### src/rtl/dpa_pkg.sv
// Shared types for the dual-priority arbiter.
package dpa_pkg;
    // Served-queue code as seen on the status port.
    typedef enum logic [1:0] {
        SRV_NONE = 2'd0,
        SRV_LOW  = 2'd1,
        SRV_HIGH = 2'd2
    } srv_e;

    // Arbitration policy selected by the mode input.
    typedef enum logic {
        POL_STRICT = 1'b0,
        POL_RANDOM = 1'b1
    } pol_e;
endpackage

### src/rtl/dpa_req_fifo.sv
// Request queue with a per-slot waiting-time counter.
// The head entry stays in place until pop; pop happens on completion.
// Assumes the caller never pops an empty queue (it is guarded anyway).
module dpa_req_fifo #(
    parameter int DW    = 16,
    parameter int DEPTH = 4,
    parameter int AGE_W = 8
) (
    input  logic                         clk,
    input  logic                         rst_n,
    input  logic                         in_valid,
    output logic                         in_ready,
    input  logic [DW-1:0]                in_data,
    input  logic                         pop,
    output logic [DW-1:0]                head_data,
    output logic [$clog2(DEPTH+1)-1:0]   level,
    output logic [AGE_W-1:0]             head_age,
    output logic                         empty
);
    localparam int AW = (DEPTH > 1) ? $clog2(DEPTH) : 1;
    localparam int CW = $clog2(DEPTH + 1);
    localparam logic [CW-1:0]    FULL_LVL = CW'(DEPTH);
    localparam logic [AW-1:0]    LAST_PTR = AW'(DEPTH - 1);
    localparam logic [AGE_W-1:0] AGE_MAX  = {AGE_W{1'b1}};

    logic [DW-1:0]    slot_data [DEPTH];
    logic [AGE_W-1:0] age_vec   [DEPTH];
    logic [AW-1:0]    wr_ptr, rd_ptr;
    logic [CW-1:0]    level_q;
    logic             do_push, do_pop;

    assign empty    = (level_q == '0);
    assign in_ready = (level_q != FULL_LVL);
    assign do_push  = in_valid && in_ready;
    assign do_pop   = pop && !empty;
    assign level    = level_q;
    assign head_data = slot_data[rd_ptr];
    assign head_age  = empty ? '0 : age_vec[rd_ptr];

    function automatic logic [AW-1:0] ptr_next(input logic [AW-1:0] p);
        return (p == LAST_PTR) ? '0 : p + 1'b1;
    endfunction

    // Store accepted payloads.
    always_ff @(posedge clk) begin
        if (do_push) slot_data[wr_ptr] <= in_data;
    end

    // Advance pointers and occupancy.
    always_ff @(posedge clk) begin
        if (!rst_n) begin
            wr_ptr  <= '0;
            rd_ptr  <= '0;
            level_q <= '0;
        end else begin
            if (do_push) wr_ptr <= ptr_next(wr_ptr);
            if (do_pop)  rd_ptr <= ptr_next(rd_ptr);
            case ({do_push, do_pop})
                2'b10:   level_q <= level_q + 1'b1;
                2'b01:   level_q <= level_q - 1'b1;
                default: level_q <= level_q;
            endcase
        end
    end

    // One saturating waiting-time counter per slot.
    for (genvar s = 0; s < DEPTH; s++) begin : g_slot
        logic [AGE_W-1:0] age_r;
        // Clear on acceptance into this slot, else count up to the limit.
        always_ff @(posedge clk) begin
            if (!rst_n)                                  age_r <= '0;
            else if (do_push && (wr_ptr == AW'(s)))      age_r <= '0;
            else if (age_r != AGE_MAX)                   age_r <= age_r + 1'b1;
        end
        assign age_vec[s] = age_r;
    end
endmodule

### src/rtl/dpa_lfsr.sv
// Free-running Galois LFSR; exposes its top OUT_W bits as a random draw.
// Assumes a maximal-length tap mask and a non-zero seed.
module dpa_lfsr #(
    parameter int           W     = 16,
    parameter int           OUT_W = 8,
    parameter logic [W-1:0] TAPS  = 16'hB400,
    parameter logic [W-1:0] SEED  = 16'hACE1
) (
    input  logic             clk,
    input  logic             rst_n,
    output logic [OUT_W-1:0] rnd
);
    logic [W-1:0] state_q;

    // Shift one step every cycle.
    always_ff @(posedge clk) begin
        if (!rst_n) state_q <= SEED;
        else        state_q <= {1'b0, state_q[W-1:1]} ^ (state_q[0] ? TAPS : '0);
    end

    assign rnd = state_q[W-1 -: OUT_W];
endmodule

### src/rtl/dpa_pick.sv
// Combinational queue choice at a decision point.
// Strict: urgent whenever it has work. Random: weighted coin, with
// fallback to the other queue when the coin's choice is empty.
module dpa_pick #(
    parameter int ALPHA_W = 8
) (
    input  dpa_pkg::pol_e        policy,
    input  logic [ALPHA_W-1:0]   alpha,
    input  logic [ALPHA_W-1:0]   rnd,
    input  logic                 hp_has,
    input  logic                 lp_has,
    output logic                 sel_valid,
    output logic                 sel_high
);
    import dpa_pkg::*;

    logic coin_high;
    logic want_high;

    // Form the preferred queue and resolve it against availability.
    always_comb begin
        coin_high = (alpha == {ALPHA_W{1'b1}}) || (rnd < alpha);
        want_high = (policy == POL_STRICT) ? hp_has : coin_high;
        sel_valid = hp_has || lp_has;
        sel_high  = hp_has && (want_high || !lp_has);
    end
endmodule

### src/rtl/dpa_arbiter.sv
// Dual-priority request arbiter (top).
// Serves one request at a time; the served entry is popped on done.
// Strict policy lets urgent work displace background work in one cycle.
// Assumes done is only meaningful while a request is in service.
module dpa_arbiter #(
    parameter int DW      = 16,
    parameter int DEPTH   = 4,
    parameter int AGE_W   = 8,
    parameter int ALPHA_W = 8
) (
    input  logic                        clk,
    input  logic                        rst_n,
    input  logic                        policy_sel,
    input  logic [ALPHA_W-1:0]          hp_alpha,
    input  logic                        hp_in_valid,
    output logic                        hp_in_ready,
    input  logic [DW-1:0]               hp_in_data,
    input  logic                        lp_in_valid,
    output logic                        lp_in_ready,
    input  logic [DW-1:0]               lp_in_data,
    output logic                        iss_valid,
    output logic [DW-1:0]               iss_data,
    output logic                        iss_abort,
    input  logic                        done,
    output logic [1:0]                  serving,
    output logic [$clog2(DEPTH+1)-1:0]  hp_level,
    output logic [$clog2(DEPTH+1)-1:0]  lp_level,
    output logic [AGE_W-1:0]            oldest_age
);
    import dpa_pkg::*;

    srv_e              srv_q;
    pol_e              policy;
    logic [DW-1:0]     hp_head, lp_head;
    logic [AGE_W-1:0]  hp_age, lp_age;
    logic              hp_empty, lp_empty;
    logic              pop_hp, pop_lp;
    logic              finish, preempt, launch;
    logic              sel_valid, sel_high;
    logic [ALPHA_W-1:0] rnd;

    assign policy  = pol_e'(policy_sel);
    assign finish  = (srv_q != SRV_NONE) && done;
    assign pop_hp  = finish && (srv_q == SRV_HIGH);
    assign pop_lp  = finish && (srv_q == SRV_LOW);
    assign preempt = (policy == POL_STRICT) && (srv_q == SRV_LOW) && !done && !hp_empty;
    assign launch  = (srv_q == SRV_NONE) && sel_valid;

    dpa_req_fifo #(.DW(DW), .DEPTH(DEPTH), .AGE_W(AGE_W)) hp_q_i (
        .clk(clk), .rst_n(rst_n),
        .in_valid(hp_in_valid), .in_ready(hp_in_ready), .in_data(hp_in_data),
        .pop(pop_hp), .head_data(hp_head), .level(hp_level),
        .head_age(hp_age), .empty(hp_empty)
    );

    dpa_req_fifo #(.DW(DW), .DEPTH(DEPTH), .AGE_W(AGE_W)) lp_q_i (
        .clk(clk), .rst_n(rst_n),
        .in_valid(lp_in_valid), .in_ready(lp_in_ready), .in_data(lp_in_data),
        .pop(pop_lp), .head_data(lp_head), .level(lp_level),
        .head_age(lp_age), .empty(lp_empty)
    );

    dpa_lfsr #(.W(16), .OUT_W(ALPHA_W)) lfsr_i (
        .clk(clk), .rst_n(rst_n), .rnd(rnd)
    );

    dpa_pick #(.ALPHA_W(ALPHA_W)) pick_i (
        .policy(policy), .alpha(hp_alpha), .rnd(rnd),
        .hp_has(!hp_empty), .lp_has(!lp_empty),
        .sel_valid(sel_valid), .sel_high(sel_high)
    );

    // Service state and downstream issue pulses.
    always_ff @(posedge clk) begin
        if (!rst_n) begin
            srv_q     <= SRV_NONE;
            iss_valid <= 1'b0;
            iss_abort <= 1'b0;
            iss_data  <= '0;
        end else begin
            iss_valid <= 1'b0;
            iss_abort <= 1'b0;
            if (finish) begin
                srv_q <= SRV_NONE;
            end else if (preempt) begin
                srv_q     <= SRV_HIGH;
                iss_valid <= 1'b1;
                iss_abort <= 1'b1;
                iss_data  <= hp_head;
            end else if (launch) begin
                srv_q     <= sel_high ? SRV_HIGH : SRV_LOW;
                iss_valid <= 1'b1;
                iss_data  <= sel_high ? hp_head : lp_head;
            end
        end
    end

    assign serving    = srv_q;
    assign oldest_age = (hp_age > lp_age) ? hp_age : lp_age;
endmodule

### config.mk
export PLATFORM = sky130hd
export DESIGN_NAME = dpa_arbiter
export DESIGN_NICKNAME = d
export VERILOG_FILES = /design/src/rtl/dpa_pkg.sv /design/src/rtl/dpa_req_fifo.sv /design/src/rtl/dpa_lfsr.sv /design/src/rtl/dpa_pick.sv /design/src/rtl/dpa_arbiter.sv
export SDC_FILE = /design/constraint.sdc
export NUM_CORES = 1
export LEC_CHECK = 0
export BUFFER_PORTS_ARGS = -buffer_cell sky130_fd_sc_hd__buf_2
export CAP_MARGIN = 0
export CORE_MARGIN = 2
export CORE_UTILIZATION = 60
export DETAILED_ROUTE_END_ITERATION = 8
export PLACE_DENSITY = 0.79
export SETUP_SLACK_MARGIN = 0.2
export SLEW_MARGIN = 20
export SYNTH_ARGS = -nofsm -noshare
export SYNTH_HDL_FRONTEND = slang
export SYNTH_HIERARCHICAL = 1
export SYNTH_SLANG_ARGS = --single-unit
### constraint.sdc
create_clock -name clk -period 3.85 [get_ports clk]
set_input_delay 0.385 -clock clk [delete_from_list [all_inputs] [get_ports clk]]
set_output_delay 0.385 -clock clk [all_outputs]
set_load 0.02 [all_outputs]
**Word-level counts from Yosys, hierarchy flattened**

Memories as Yosys holds them, arrays and structs flattened. A register that Yosys moved wholly into a read port is not among the register bits.
Cells that the tools add are included.

- Register bits: 114
- Latch bits: 0
- Bits in writable memories: 128
- ROM bits: 0
- Bits of input ports: 46
- Output and inout bits: 36
- Word-level logic and storage cells: 153
- Memories kept: 2

- $add $sub $neg: 16
- $mul: 0
- Divide/modulo/power cells: 0
- Order comparisons: 4
- Equality and inequality tests: 25
- Shift operators: 0
- Multiplexer cells: 34
- Bitwise logic cells: 6
- Reductions and logical operators: 46

Memories:

| memory | depth | width | rd ports | clocked after Yosys merged registers in | wr ports | RTL line | source |
|---|---|---|---|---|---|---|---|
| hp_q_i.slot_data | 4 | 16 | 1 | 1 | 1 | dpa_req_fifo.sv:26 | `logic [DW-1:0] slot_data [DEPTH];` |
| lp_q_i.slot_data | 4 | 16 | 1 | 1 | 1 | dpa_req_fifo.sv:26 |  |

Operators by type and width:

| operator | count |
|---|---|
| adder 8 x 1 -> 8 bit (second input constant) | 8 |
| 2-to-1 mux 16 bit | 4 |
| inequality test 8 bit (second input constant) | 8 |
| 2-to-1 mux 8 bit | 7 |
| binary-select mux 8 bit (select 2 bit) | 2 |
| 2-to-1 mux 2 bit | 11 |
| logical AND 1 bit | 20 |
| equality test 2 bit (second input constant) | 9 |
| OR reduction 2 bit | 9 |
| bitwise XOR 15 x 16 -> 16 bit | 1 |
| one-hot mux 3 bit (2 select lines) | 2 |
| equality test 2 x 1 -> 1 bit (second input constant) | 5 |
| adder 2 x 1 -> 2 bit (second input constant) | 4 |
| equality test 8 bit (second input constant) | 1 |
| greater-than comparator 8 bit | 1 |
| < comparator 8 bit | 1 |
| 2-to-1 mux 1 bit | 8 |
| nonzero test 2 bit | 4 |
| adder 3 x 1 -> 3 bit (second input constant) | 2 |
| greater-or-equal comparator 3 bit (second input constant) | 2 |
| zero test 2 bit | 3 |
| zero test 3 bit | 2 |
| inequality test 3 bit (second input constant) | 2 |
| inverter 2 -> 3 bit | 2 |
| other kinds (6) | 13 |

**Longest topological paths before layout**

- Depth after elaboration: 8
- Mapped depth: 11
- Gate-level depth less buffers: 10

**Cells and area by module**

The synthesis kept the hierarchy.

By module, submodules not included:

| module | times used | cells an instance | area an instance (µm²) | sequential area each (µm²) |
|---|---|---|---|---|
| dpa_req_fifo at hp_q_i | 1 | 326 | 4626.9 | 2742.6 |
| dpa_req_fifo at lp_q_i | 1 | 326 | 4583.1 | 2742.6 |
| dpa_arbiter | 1 | 163 | 1420.1 | 400.4 |
| dpa_lfsr | 1 | 44 | 513.0 | 320.3 |
| dpa_pick | 1 | 31 | 217.7 | 0.0 |

**Least setup slack after synthesis**

OpenSTA, ideal clock, no wires.

- Path type: register to output
- Start point: reg hp_q_i.rd_ptr[1]
- End point: out oldest_age[0]
- Arrival time: 2.983 ns
- Required time: 3.465 ns
- Path slack: 0.482 ns
- Stages on the path, launching flop included: 11
- Path buffers: 3
- Cell sequence: dfxtp_1 -> buf_2 -> mux4_2 -> nor2b_1 -> ha_1 -> nor2b_1 -> o211a_1 -> buf_6 -> or4_4 -> buf_6 -> a211oi_2

- Cells in the longest elaborated chain, start to end: 7

RTL lines:

| item | RTL line | source |
|---|---|---|
| from (decl) | dpa_req_fifo.sv:28 | `logic [AW-1:0] wr_ptr, rd_ptr;` |
| from (signal assigned) | dpa_req_fifo.sv:57 | `if (do_pop) rd_ptr <= ptr_next(rd_ptr);` |
| inverter 2 -> 3 bit (not written as such) | dpa_req_fifo.sv:38 | `assign head_age = empty ? '0 : age_vec[rd_ptr];` |
| binary-select mux 8 bit (select 2 bit) | dpa_req_fifo.sv:38 |  |
| 2-to-1 mux 8 bit (not written as such) (2 in series) | dpa_req_fifo.sv:38 |  |
| 2-to-1 mux 8 bit | dpa_req_fifo.sv:38 |  |
| net hp_age[1] | dpa_arbiter.sv:35 | `logic [AGE_W-1:0] hp_age, lp_age;` |
| greater-than comparator 8 bit | dpa_arbiter.sv:99 | `assign oldest_age = (hp_age > lp_age) ? hp_age : lp_age;` |
| 2-to-1 mux 8 bit | dpa_arbiter.sv:99 |  |
| to (decl) | dpa_arbiter.sv:28 | `output logic [AGE_W-1:0] oldest_age` |

The timed path passes the listed nets, and every way through them passes these cells. The select of a mux whose other input is x is not followed.

**Final worst setup path**

- Start point: reg hp_q_i.rd_ptr[1]
- End point: out oldest_age[6]

Same word-level chain as after synthesis.

==> qor.txt <==
Outcome = finished clean
Max Slew Vio Count = 0
Initial Util = 60.9%
Worst Hold End = lp_q_i/slot_data[0][1]
Syn_area_per_cell = 12.8 um2
Max-slew headroom = 45.3%
Share of flip-flops with an asynchronous set or reset = 0%
First-pass GRT wire length = 37200 um
Worst R2R Setup Slack = 1.34 ns
DRC Markers = 0
Max IR drop VDD = 0.436 mV
Clock edge transition at the registers on the reported setup and hold paths = 0.06 ns
Met1 routed wirelength after detailed routing = 9770 um
Final number of hold-violating endpoints = 0
Post-cts hold buffer count = 0
Type of the worst min-delay path = in2reg
Upper clock frequency limit = 268 MHz
End of the worst register-to-register path = lp_q_i/level[2]
Reg area = 6220 um2
Synth Net Count = 973
Part of the cycle the worst path needs = 96.9%
HP Start = lp_in_data[1]
Power density over the cells = 535 nW/um2
Endpoints failing setup = 0
Crit path kind = reg2out
Worst Skew = 0.00874 ns
Final hold slack = 0.0725 ns
Ranking of synthesized cells by instance count = edfxtp_1, dfxtp_1, nor2_1
Met3 wire len = 1320 um
Number of flops mapped to enable cells by yosys = 128
Setup TNS after final layout = 0 ns
Number of buffers added by the clock tree synthesis step = 25
Die area = 20100 um2
Min cycle time layout = 3.73 ns
Highest signal layer in the routed design = met5
Worst-path maximum fanout = 8
FF-to-FF Start = serving[0]
Clock tree from TritonCTS = yes
Top FF cell, synth = edfxtp_1
Clock sink count = 246
Total standard cell area after synthesis = 11400 um2
Final net count = 1064
First-pass detailed-route iteration total = 5
Post-route antenna net violation count = 0
Critical Path Sink Type = primary output
Clock latency on the worst-skew pair = 0.53 ns
Last weighted congestion value of the routability-driven placer = 0.857
Std cell rows = 50
Register area share after synthesis = 54.6%
Unrepaired setup endpoints after global routing = true
Crit path DAT = 3.34 ns
Layout-stage area growth over the synthesis result = 14.2%
Multi-input logic area = 4830 um2
Number of maximum-capacitance violations = 0
Total routing resource utilization after global routing = 23.3%
Die Width = 142 um
Area share of the largest cell type after synthesis = 33.8%
CP Launch Type = flip-flop
Cell variety after synth = 51
Most common cell in the netlist = edfxtp_1
Cells after Synth = 890
Slew @ Worst Pin = 0.819 ns
Area of the placeable core = 18600 um2
Post-synthesis register bit count = 246
Drt total wl = 23300 um
Number of buffers added on ports = 81
Vert. Die Dim = 142 um
Mean routed wirelength per cell = 18.8 um
Vias in the first global route = 7209
Top cells by area in the synthesized netlist = edfxtp_1, dfxtp_1, mux4_2
Initial antenna violation count = 3
DRT iter0 DRCs = 538
Share of layout cells above drive strength 1 = 27.8%
Mean number of vias per cell = 5.96
Static leakage = 4.76 nW
Root Buffer = clkbuf_16
Cell depth of the worst hold path = 1
Area leader, netlist = edfxtp_1
CTS Buffer Depth = 3
Number of top-level pins = 82
Amount of wire on met2 after detailed routing = 11800 um
CTS H-Tree Depth = 1
Fill cells = 1280
Worst reg-to-reg path cell count = 10
Yosys warning total = 6
Maximum number of pins on one net before global-route repair = 37
Global route total overflow = 0
Total half-perimeter wirelength after legalization and detailed placement = 15400 um
Overall via count from detail_route = 7368
Endpoint required time on the critical path = 3.46 ns
[routing by layer]
metal,GRT usage (%),vias up
met5,0,-
met4,5.26,4
met3,4.42,38
met2,41.0,209
met1,30.3,3618
li1,-,3499
[stage by stage]
step / area, um2 / worst slack [ns] / util (%) / total power (W) / instances
floorplan: 11400 / 0.482 / - / 0.00410 / 890
global placement: 11800 / 0.314 / 63.3 / 0.00445 / 1167
detailed placement: 11800 / 0.283 / 63.3 / 0.00449 / 1167
CTS: 12900 / 0.171 / 69.2 / 0.00695 / 1232
global route: 13000 / 0.0245 / 69.6 / 0.00722 / 1235
finish: 13000 / 0.120 / 69.6 / 0.00694 / 1236
[critical path: stages (launching register included)]
cell and delay (ns):
dfxtp_4 0.41, buf_6 0.11, mux4_2 0.49, nor2b_4 0.16, ha_4 0.26, a211oi_4 0.25
nor2_2 0.09, or4_4 0.62, a211oi_2 0.25, buf_4 0.18
[registers in the layout, indices dropped and copies added (netlist names), 2 cells and up, named ones only]
| name | flops |
|---|---|
| lp_q_i/g_slot.age_r | 32 |
| lp_q_i/level | 3 |
| hp_q_i/level | 3 |
| hp_q_i/g_slot.age_r | 32 |
| hp_q_i/wr_ptr | 2 |
| lp_q_i/wr_ptr | 2 |
| lp_q_i/rd_ptr | 2 |
| lfsr_i/state_q | 16 |
| hp_q_i/rd_ptr | 2 |
| lp_q_i/slot_data | 64 |
| serving | 2 |
| hp_q_i/slot_data | 64 |
| iss_data | 16 |
[repair_timing]
action	in CTS	in global routing
resized for setup	30	16
pin swaps	8	6
setup buffers	19	2
cloned	0	0
setup endpoints to repair	8	8
[area by class of cell]
type,instances,area share (%)
Multi-Input combinational cell,563,37.3
Antenna cell,2,0.0386
Sequential cell,246,47.9
Tap cell,234,2.26
Timing Repair Buffer,107,5.00
Clock buffer,28,4.91
Inverter,38,1.10
Clock inverter,18,1.52
[kinds of logic (layout without fill, tap and decap cells)]
| family | after synthesis | in the layout | synth area share (%) |
|---|---|---|---|
| AOI/OAI and AO/OA | 119 | 119 | 7.48 |
| xor gates and xnor gates | 25 | 25 | 1.93 |
| adders and majority gates | 37 | 37 | 4.21 |
| muxes | 74 | 74 | 11.8 |
| DFF | 246 | 246 | 54.6 |
| buffers and inverters | 81 | 191 | 3.91 |
| and+or+nand+nor | 308 | 308 | 16.0 |
| other | 0 | 2 | 0 |
[power breakdown]
group	internal, W	leakage, nW	switching [W]
registers	0.00299	2.14	0.000166
clock network	0.00141	0.403	0.00101
logic	0.000565	2.22	0.000801
total	0.00496	4.76	0.00198
[how the worst max path moves through the flow]
stage,startpoint,depth (start not counted),endpoint
after global routing,hp_q_i/rd_ptr[1],9,oldest_age[4]
after global placement,hp_q_i/rd_ptr[1],8,oldest_age[7]
after detailed placement,hp_q_i/rd_ptr[1],8,oldest_age[4]
after CTS,lp_q_i/rd_ptr[1],10,oldest_age[4]
final,hp_q_i/rd_ptr[1],9,oldest_age[6]
after floorplan,hp_q_i/rd_ptr[1],10,oldest_age[0]
[cell usage in the layout, fill, tap and decap left out, types with 9 or more instances in the layout]
master / synthesis / final
nor3_2: 21 / 21
a21oi_1: 35 / 35
inv_1: 38 / 37
ha_1: 35 / 30
xor2_1: 18 / 18
o2bb2ai_1: 14 / 14
clkbuf_16: 0 / 25
nand2_1: 42 / 42
nand2b_1: 13 / 13
nor3_1: 20 / 20
and2_1: 15 / 15
dfxtp_1: 118 / 112
a211oi_2: 16 / 14
nand4_1: 19 / 19
nor2_1: 78 / 76
and3_1: 12 / 12
o21ai_0: 17 / 17
nor2b_1: 17 / 11
buf_2: 7 / 73
mux4_2: 48 / 48
nor4b_1: 10 / 9
buf_4: 9 / 29
edfxtp_1: 128 / 128
mux2i_1: 26 / 26
nand3_1: 19 / 19
Note: power is estimated with default switching activity, not from simulation.
